## src/rtl/hba_pkg.sv

```systemverilog
package hba_pkg;
   typedef enum logic [1:0] {
      ST_OWN   = 2'd0,   // processor is bus master
      ST_HOST  = 2'd1,   // granted through normal handshake
      ST_FORCE = 2'd2,   // forced slave mode (deadlock break)
      ST_FLOAT = 2'd3    // drivers floated under bus lock
   } hba_state_e;

   function automatic logic st_granted(hba_state_e s);
      return (s == ST_HOST) || (s == ST_FORCE);
   endfunction
endpackage

```

## src/rtl/hba_decide.sv

```systemverilog
module hba_decide
   import hba_pkg::*;
#(
   parameter int unsigned LOCK_OVER_DMA = 1
) (
   input  hba_state_e st,
   input  logic       host_req,
   input  logic       host_susp,
   input  logic       loc_busy,
   input  logic       dma_busy,
   input  logic       bus_lock,
   output hba_state_e nxt
);
   logic lock_wins;
   logic dma_wins;
   logic both_hi;
   logic both_lo;

   if (LOCK_OVER_DMA > 1) begin : g_bad_param
      $error("LOCK_OVER_DMA must be 0 or 1");
   end

   if (LOCK_OVER_DMA == 1) begin : g_lock_first
      assign lock_wins = bus_lock;
      assign dma_wins  = dma_busy & ~bus_lock;
   end else begin : g_dma_first
      assign dma_wins  = dma_busy;
      assign lock_wins = bus_lock & ~dma_busy;
   end

   assign both_hi = host_req & host_susp;
   assign both_lo = ~host_req & ~host_susp;

   always_comb begin
      nxt = st;
      unique case (st)
         ST_OWN: begin
            if (both_hi) begin
               if (lock_wins)      nxt = ST_FLOAT;
               else if (dma_wins)  nxt = ST_OWN;
               else                nxt = ST_FORCE;
            end else if (host_req && !loc_busy && !dma_busy) begin
               nxt = ST_HOST;
            end
         end
         ST_HOST:  nxt = host_req ? ST_HOST : ST_OWN;
         ST_FORCE: nxt = both_lo ? ST_OWN : ST_FORCE;
         ST_FLOAT: begin
            if (both_lo)                                nxt = ST_OWN;
            else if (both_hi && !bus_lock && !dma_busy) nxt = ST_FORCE;
         end
         default: nxt = ST_OWN;
      endcase
   end
endmodule

```

## src/rtl/hba_susp_track.sv

```systemverilog
module hba_susp_track
   import hba_pkg::*;
(
   input  logic       clk,
   input  logic       rst_n,
   input  hba_state_e st,
   input  hba_state_e nxt,
   input  logic       loc_busy,
   output logic       acc_suspended,
   output logic       resume
);
   logic entering;
   logic leaving;

   assign entering = (st == ST_OWN) && ((nxt == ST_FORCE) || (nxt == ST_FLOAT));
   assign leaving  = ((st == ST_FORCE) || (st == ST_FLOAT)) && (nxt == ST_OWN);

   always_ff @(posedge clk or negedge rst_n) begin
      if (!rst_n) begin
         acc_suspended <= 1'b0;
         resume        <= 1'b0;
      end else begin
         if (entering)          acc_suspended <= loc_busy;
         else if (nxt == ST_OWN) acc_suspended <= 1'b0;
         resume <= leaving & acc_suspended;
      end
   end
endmodule

```

## src/rtl/hba_out_reg.sv

```systemverilog
module hba_out_reg
   import hba_pkg::*;
(
   input  logic       clk,
   input  logic       rst_n,
   input  hba_state_e nxt,
   output hba_state_e st,
   output logic       grant,
   output logic       bus_float,
   output logic       slave_mode
);
   always_ff @(posedge clk or negedge rst_n) begin
      if (!rst_n) begin
         st         <= ST_OWN;
         grant      <= 1'b0;
         bus_float  <= 1'b0;
         slave_mode <= 1'b0;
      end else begin
         st         <= nxt;
         grant      <= st_granted(nxt);
         bus_float  <= (nxt != ST_OWN);
         slave_mode <= st_granted(nxt);
      end
   end
endmodule

```

## src/rtl/hba_ctrl.sv

```systemverilog
module hba_ctrl
   import hba_pkg::*;
#(
   parameter int unsigned LOCK_OVER_DMA = 1
) (
   input  logic clk,
   input  logic rst_n,
   input  logic host_req,
   input  logic host_susp,
   input  logic loc_busy,
   input  logic dma_busy,
   input  logic bus_lock,
   output logic grant,
   output logic bus_float,
   output logic slave_mode,
   output logic acc_suspended,
   output logic resume
);
   hba_state_e st;
   hba_state_e nxt;

   hba_decide #(.LOCK_OVER_DMA(LOCK_OVER_DMA)) i_decide (
      .st        (st),
      .host_req  (host_req),
      .host_susp (host_susp),
      .loc_busy  (loc_busy),
      .dma_busy  (dma_busy),
      .bus_lock  (bus_lock),
      .nxt       (nxt)
   );

   hba_out_reg i_out (
      .clk        (clk),
      .rst_n      (rst_n),
      .nxt        (nxt),
      .st         (st),
      .grant      (grant),
      .bus_float  (bus_float),
      .slave_mode (slave_mode)
   );

   hba_susp_track i_susp (
      .clk           (clk),
      .rst_n         (rst_n),
      .st            (st),
      .nxt           (nxt),
      .loc_busy      (loc_busy),
      .acc_suspended (acc_suspended),
      .resume        (resume)
   );
endmodule

```

## config.mk

```make
export PLATFORM = sky130hd
export DESIGN_NAME = hba_ctrl
export DESIGN_NICKNAME = d
export VERILOG_FILES = /design/src/rtl/hba_pkg.sv /design/src/rtl/hba_decide.sv /design/src/rtl/hba_susp_track.sv /design/src/rtl/hba_out_reg.sv /design/src/rtl/hba_ctrl.sv
export SDC_FILE = /design/constraint.sdc
export NUM_CORES = 1
export LEC_CHECK = 0
export BUFFER_PORTS_ARGS = -buffer_cell sky130_fd_sc_hd__buf_2
export CORE_AREA = 2 2 39 41
export DETAILED_ROUTE_END_ITERATION = 6
export DIE_AREA = 0 0 41 43
export HOLD_SLACK_MARGIN = 0.12
export PLACE_DENSITY = 0.42
export SLEW_MARGIN = 30
export SYNTH_ARGS = -nofsm -noshare
export SYNTH_HDL_FRONTEND = slang
export SYNTH_SLANG_ARGS = --single-unit
```

## constraint.sdc

```tcl
create_clock -name clk -period 2.5 [get_ports clk]
set_input_delay 0.5 -clock clk [delete_from_list [all_inputs] [get_ports clk]]
set_output_delay 0.5 -clock clk [all_outputs]
set_load 0.05 [all_outputs]
```

### After elaboration in Yosys (flattened, before gate mapping)

Cells that the tools add are included.

| storage, ports and cells | value |
|---|---|
| register bits | 6 |
| input bits | 7 |
| output and inout port bits | 5 |
| logic and storage cells | 45 |

| operators by class | value |
|---|---|
| equal/unequal tests | 6 |
| multiplexer cells | 11 |
| bitwise gates (word level) | 7 |
| reductions and logical operators | 16 |

Operator list:

| operator | number |
|---|---|
| $mux 2 | 7 |
| $eq 2x2->1 const B | 4 |
| $pmux 2 s4 | 1 |
| $logic_and 1x1->1 | 6 |
| $and 1x1->1 | 4 |
| $eq 2x1->1 const B | 2 |
| $logic_not 2->1 | 2 |
| $reduce_bool 2->1 | 2 |
| $logic_not 1->1 | 3 |
| $logic_or 1x1->1 | 3 |
| $mux 1 | 3 |
| $not 1->1 | 3 |

### Logic depth before layout (Yosys ltp)

| depth | value |
|---|---|
| depth in word-level cells | 10 |
| gate-level depth with buffers | 6 |

### Cells and area by module

From an unflattened synthesis, not the netlist that was laid out.

| second synthesis, totals | value |
|---|---|
| cells, all modules | 25 |
| area total of the unflattened synthesis | 284.0 sq um |

Modules (own cells, without submodules):

| module | instances | cells each | area each (sq um) |
|---|---|---|---|
| hba_out_reg | 1 | 9 | 131.4 |
| hba_susp_track | 1 | 7 | 92.6 |
| hba_decide | 1 | 9 | 60.1 |

### Worst setup path before layout

OpenSTA, ideal clock, no wires.

| timing | value |
|---|---|
| path type | input to register |
| start point | input port host_susp |
| end point | register i_susp.acc_suspended |
| arrival | 1.713 ns |
| setup slack | 0.660 ns |
| stages | 6 |
| buffers on the path | 0 |
| path through | nor3_1 > a2111oi_2 > a211o_1 > ha_1 > o21ai_1 > mux2_1 |

| between the ends | value |
|---|---|
| word-level cells in the longest chain between the ends | 10 |
| elaborated cells on any way between the ends | 17 |

Ends and longest elaborated chain:

| item | RTL line | text |
|---|---|---|
| start: declaration | hba_ctrl.sv:9 | `input logic host_susp,` |
| $and 1x1->1 | hba_decide.sv:31 | `assign both_hi = host_req & host_susp;` |
| $logic_and 1x1->1 (2 in a row) | hba_decide.sv:50 | `else if (both_hi && !bus_lock && !dma_busy) nxt = ST_FORCE;` |
| $mux 2 | hba_decide.sv:50 |  |
| $mux 2 | hba_decide.sv:49 | `if (both_lo) nxt = ST_OWN;` |
| $pmux 2 s4 * | hba_decide.sv:36 | `unique case (st)` |
| $eq 2x2->1 | hba_susp_track.sv:15 | `assign entering = (st == ST_OWN) && ((nxt == ST_FORCE) \|\| (nxt == ST_FLOAT));` |
| $logic_or 1x1->1 | hba_susp_track.sv:15 |  |
| $logic_and 1x1->1 | hba_susp_track.sv:15 |  |
| $mux 1 / $reduce_bool 2->1 (equally long branches) | -- |  |
| end signal: assignment | hba_susp_track.sv:23 | `if (entering) acc_suspended <= loc_busy;` |
| end: declaration | hba_susp_track.sv:9 | `output logic acc_suspended,` |

Mark *: on every way between the ends. The rest lies on a longest branch, timed or not.
A chain may end at the register's enable or synchronous reset.

### Worst setup path after layout

Same ends and word-level chain as after synthesis.

==> results.sh <==
export IMPL_crit_slowest_cell="mux2_1"
export IMPL_crit_family="compound AO/OA/AOI/OAI gates"
export IMPL_syn_area_sq_um=310
export IMPL_die_x_um=41
export IMPL_cp_num_buf_inv=1
export IMPL_yosys_warnings=0
export IMPL_fmax_mhz=550
export IMPL_maxSlewHeadroom_pct=65.8
export IMPL_pin_count=12
export IMPL_worstSetupStartpointType="primary input"
export IMPL_chipHeight_um=43
export IMPL_period_share_pct=72.8
export IMPL_antenna_left=0
export IMPL_design_die_area_sq_um=1760
export IMPL_clockBufferDepth=2
export IMPL_finalMaxSlewViolations=0
export IMPL_root_buffer="clkbuf_4"
export IMPL_netlist_instances=28
export IMPL_finalHoldViolCount=0
export IMPL_fin_crit_ps=1820
export IMPL_cts_inserted_buffers=3
export IMPL_via_per_inst=4.40
export IMPL_clk_pin_slew_ps=40
export IMPL_syn_nets=38
export IMPL_setup_tns_ps=0
export IMPL_drt_first_pass_iters=3
export IMPL_num_antenna_cells=0
export IMPL_drt_iter0_drc=1
export IMPL_clk_latency_ps=240
export IMPL_cp_end_kind="flip-flop"
export IMPL_critical_path_max_stage_delay_ps=330
export IMPL_drv_cap=0
export IMPL_crit_path_max_fanout=5
export IMPL_routedWlPerCell_um=9.84
export IMPL_drc=0
export IMPL_post_cts_setup_buffers=0
export IMPL_drt_total_wl_um=571
export IMPL_ys_types=17
export IMPL_place_congestion=0.664
export IMPL_h_tree_depth=1
export IMPL_finalClockSkew_ps=1.03
export IMPL_overflow=0
export IMPL_hold_class="primary input to flip-flop"
export IMPL_cts_tree="built"
export IMPL_port_buffers=11
export IMPL_syn_avg_cell_area_sq_um=11.1
export IMPL_clkSinkCount=6
export IMPL_num_rows=14
export IMPL_initial_core_util_pct=22.4
export IMPL_rsz0062_at_grt="false"
export IMPL_multiInputGateArea_sq_um=141
export IMPL_grt_pass1_vias=242
export IMPL_drive_gt1_share_pct=35.7
export IMPL_grt_antenna_before_repair=0
export IMPL_p_per_area_nw_per_um2=1040
export IMPL_vias=255
export IMPL_outcome="complete, no violations"
export IMPL_core_area_sq_um=1380
export IMPL_power_mw=0.426
export IMPL_p_leak_nw=0.213
export IMPL_final_net_count=54
export IMPL_fin_hold_ws_ps=501
export IMPL_peakVddDrop_v=0.000219
export IMPL_grt_util_all_layers_pct=7.97
export IMPL_synth_seq_cells=6
export IMPL_setup_violations_final=0
export IMPL_path_class="primary input to flip-flop"
export IMPL_yosysSeqAreaShare_pct=48.4
export IMPL_grt_max_degree=8
export IMPL_cp_required_ps=2620
export IMPL_tightestPinTransition_ps=508
export IMPL_cp_data_arrival_time_ps=1940
export IMPL_hpwl_um=475
export IMPL_final_fill_count=156
export IMPL_register_area_sq_um=150
export IMPL_syn_to_final_growth_pct=32.3
export IMPL_path_cells="buf_2 -> nor3_1 -> a2111oi_2 -> a211o_1 -> ha_1 -> o21ai_1 -> mux2_1"
export IMPL_grt_pass1_wl_um=876
metrics by stage:
step / util (%) / std cells / worst slack (ps) / cell area, sq um
floorplan: - / 28 / 660 / 310
global placement: 27.3 / 54 / 441 / 378
detailed placement: 27.3 / 54 / 433 / 378
CTS: 29.7 / 58 / 688 / 410
global route: 29.7 / 58 / 614 / 410
finish: 29.7 / 58 / 681 / 410
layout make-up:
cell class,count,share of cell area (%)
Clock buffer,3,5.49
Sequential cell,6,36.6
Tap cell,16,4.88
Timing Repair Buffer,12,15.9
Multi-Input combinational cell,18,34.5
Inverter,3,2.74
synthesized netlist by cell type, drive strengths merged:
library cell / instances / area [sq um]
a21oi: 1 / 5.00
buf: 1 / 7.51
nor3: 1 / 5.00
nand2: 1 / 3.75
inv: 3 / 11.3
and3: 1 / 6.26
a211o: 1 / 8.76
dfrtp: 6 / 150
nor2: 1 / 3.75
o21ai: 2 / 10.0
a211oi: 1 / 7.51
mux2: 1 / 11.3
a2111oi: 1 / 15.0
o31ai: 2 / 15.0
ha: 3 / 37.5
nor2b: 2 / 12.5
layout by cell type (no fill, tap or decap):
cell type      Yosys  layout
nor2_1             1       1
a211oi_1           1       1
dfrtp_1            6       6
ha_1               3       3
and3_1             1       1
a2111oi_2          1       1
o31ai_1            2       2
a211o_1            1       1
nand2_1            1       1
nor3_1             1       1
nor2b_1            2       2
a21oi_1            1       1
inv_1              3       3
clkbuf_4           0       3
buf_2              0      11
dlygate4sd3_1      0       1
mux2_1             1       1
o21ai_0            1       1
o21ai_1            1       1
cells by family after synthesis:
| group | count (synthesis) | share of synthesized area (%) |
|---|---|---|
| adder cells (fa/ha/maj) | 3 | 12.1 |
| buffers and inverters | 4 | 6.05 |
| multiplexers | 1 | 3.63 |
| AO/OA/AOI/OAI | 8 | 19.8 |
| AND/OR/NAND/NOR | 6 | 10.1 |
| flip-flops | 6 | 48.4 |
power by group:
group | total [mW] | internal (mW) | switching (mW) | leakage [nW]
sequential | 0.144 | 0.124 | 0.0195 | 0.0753
combinational | 0.196 | 0.0526 | 0.143 | 0.124
clock | 0.0860 | 0.0541 | 0.0319 | 0.0138
repair_timing:
action / CTS / global route
endpoints found under the hold margin: 6 / 0
hold buffers: 1 / 0
gates resized for setup: 0 / 0
setup endpoints to repair: 0 / 0
routing by layer:
| metal | vias up | share of wire [%] | GRT usage (%) |
|---|---|---|---|
| li1 | 127 | - | - |
| met1 | 117 | 43 | 8.17 |
| met2 | 11 | 49 | 11.3 |
| met3 | 0 | 8.2 | 1.57 |
| met4 | 0 | 0 | 10.0 |
| met5 | - | 0 | 0 |
sequential cells by signal (all words and copies together) (netlist names):
signal / count
i_susp.acc_suspended: 1
i_out.st: 2
i_susp.resume: 1
i_out.slave_mode: 1
i_out.bus_float: 1
worst paths after layout:
path | start | endpoint | slack [ps] | cells after the start
hold reg to reg | i_susp.acc_suspended | i_susp.resume | 530 | 1
hold / removal | loc_busy | i_susp.acc_suspended | 500 | 2
setup reg to reg | i_out.st[1] | i_susp.acc_suspended | 790 | 5
min in group asynchronous | rst_n | i_out.bus_float | 610 | 2
setup / recovery | host_susp | i_susp.acc_suspended | 680 | 7
max in group asynchronous | rst_n | i_susp.resume | 1750 | 2
worst register-to-register path, cell delays in order (launching register included):
cell	delay [ps]
dfrtp_1	440
a2111oi_2	360
a211oi_1	120
ha_1	210
o21ai_1	130
mux2_1	330
(Power assumes the default switching activity.)
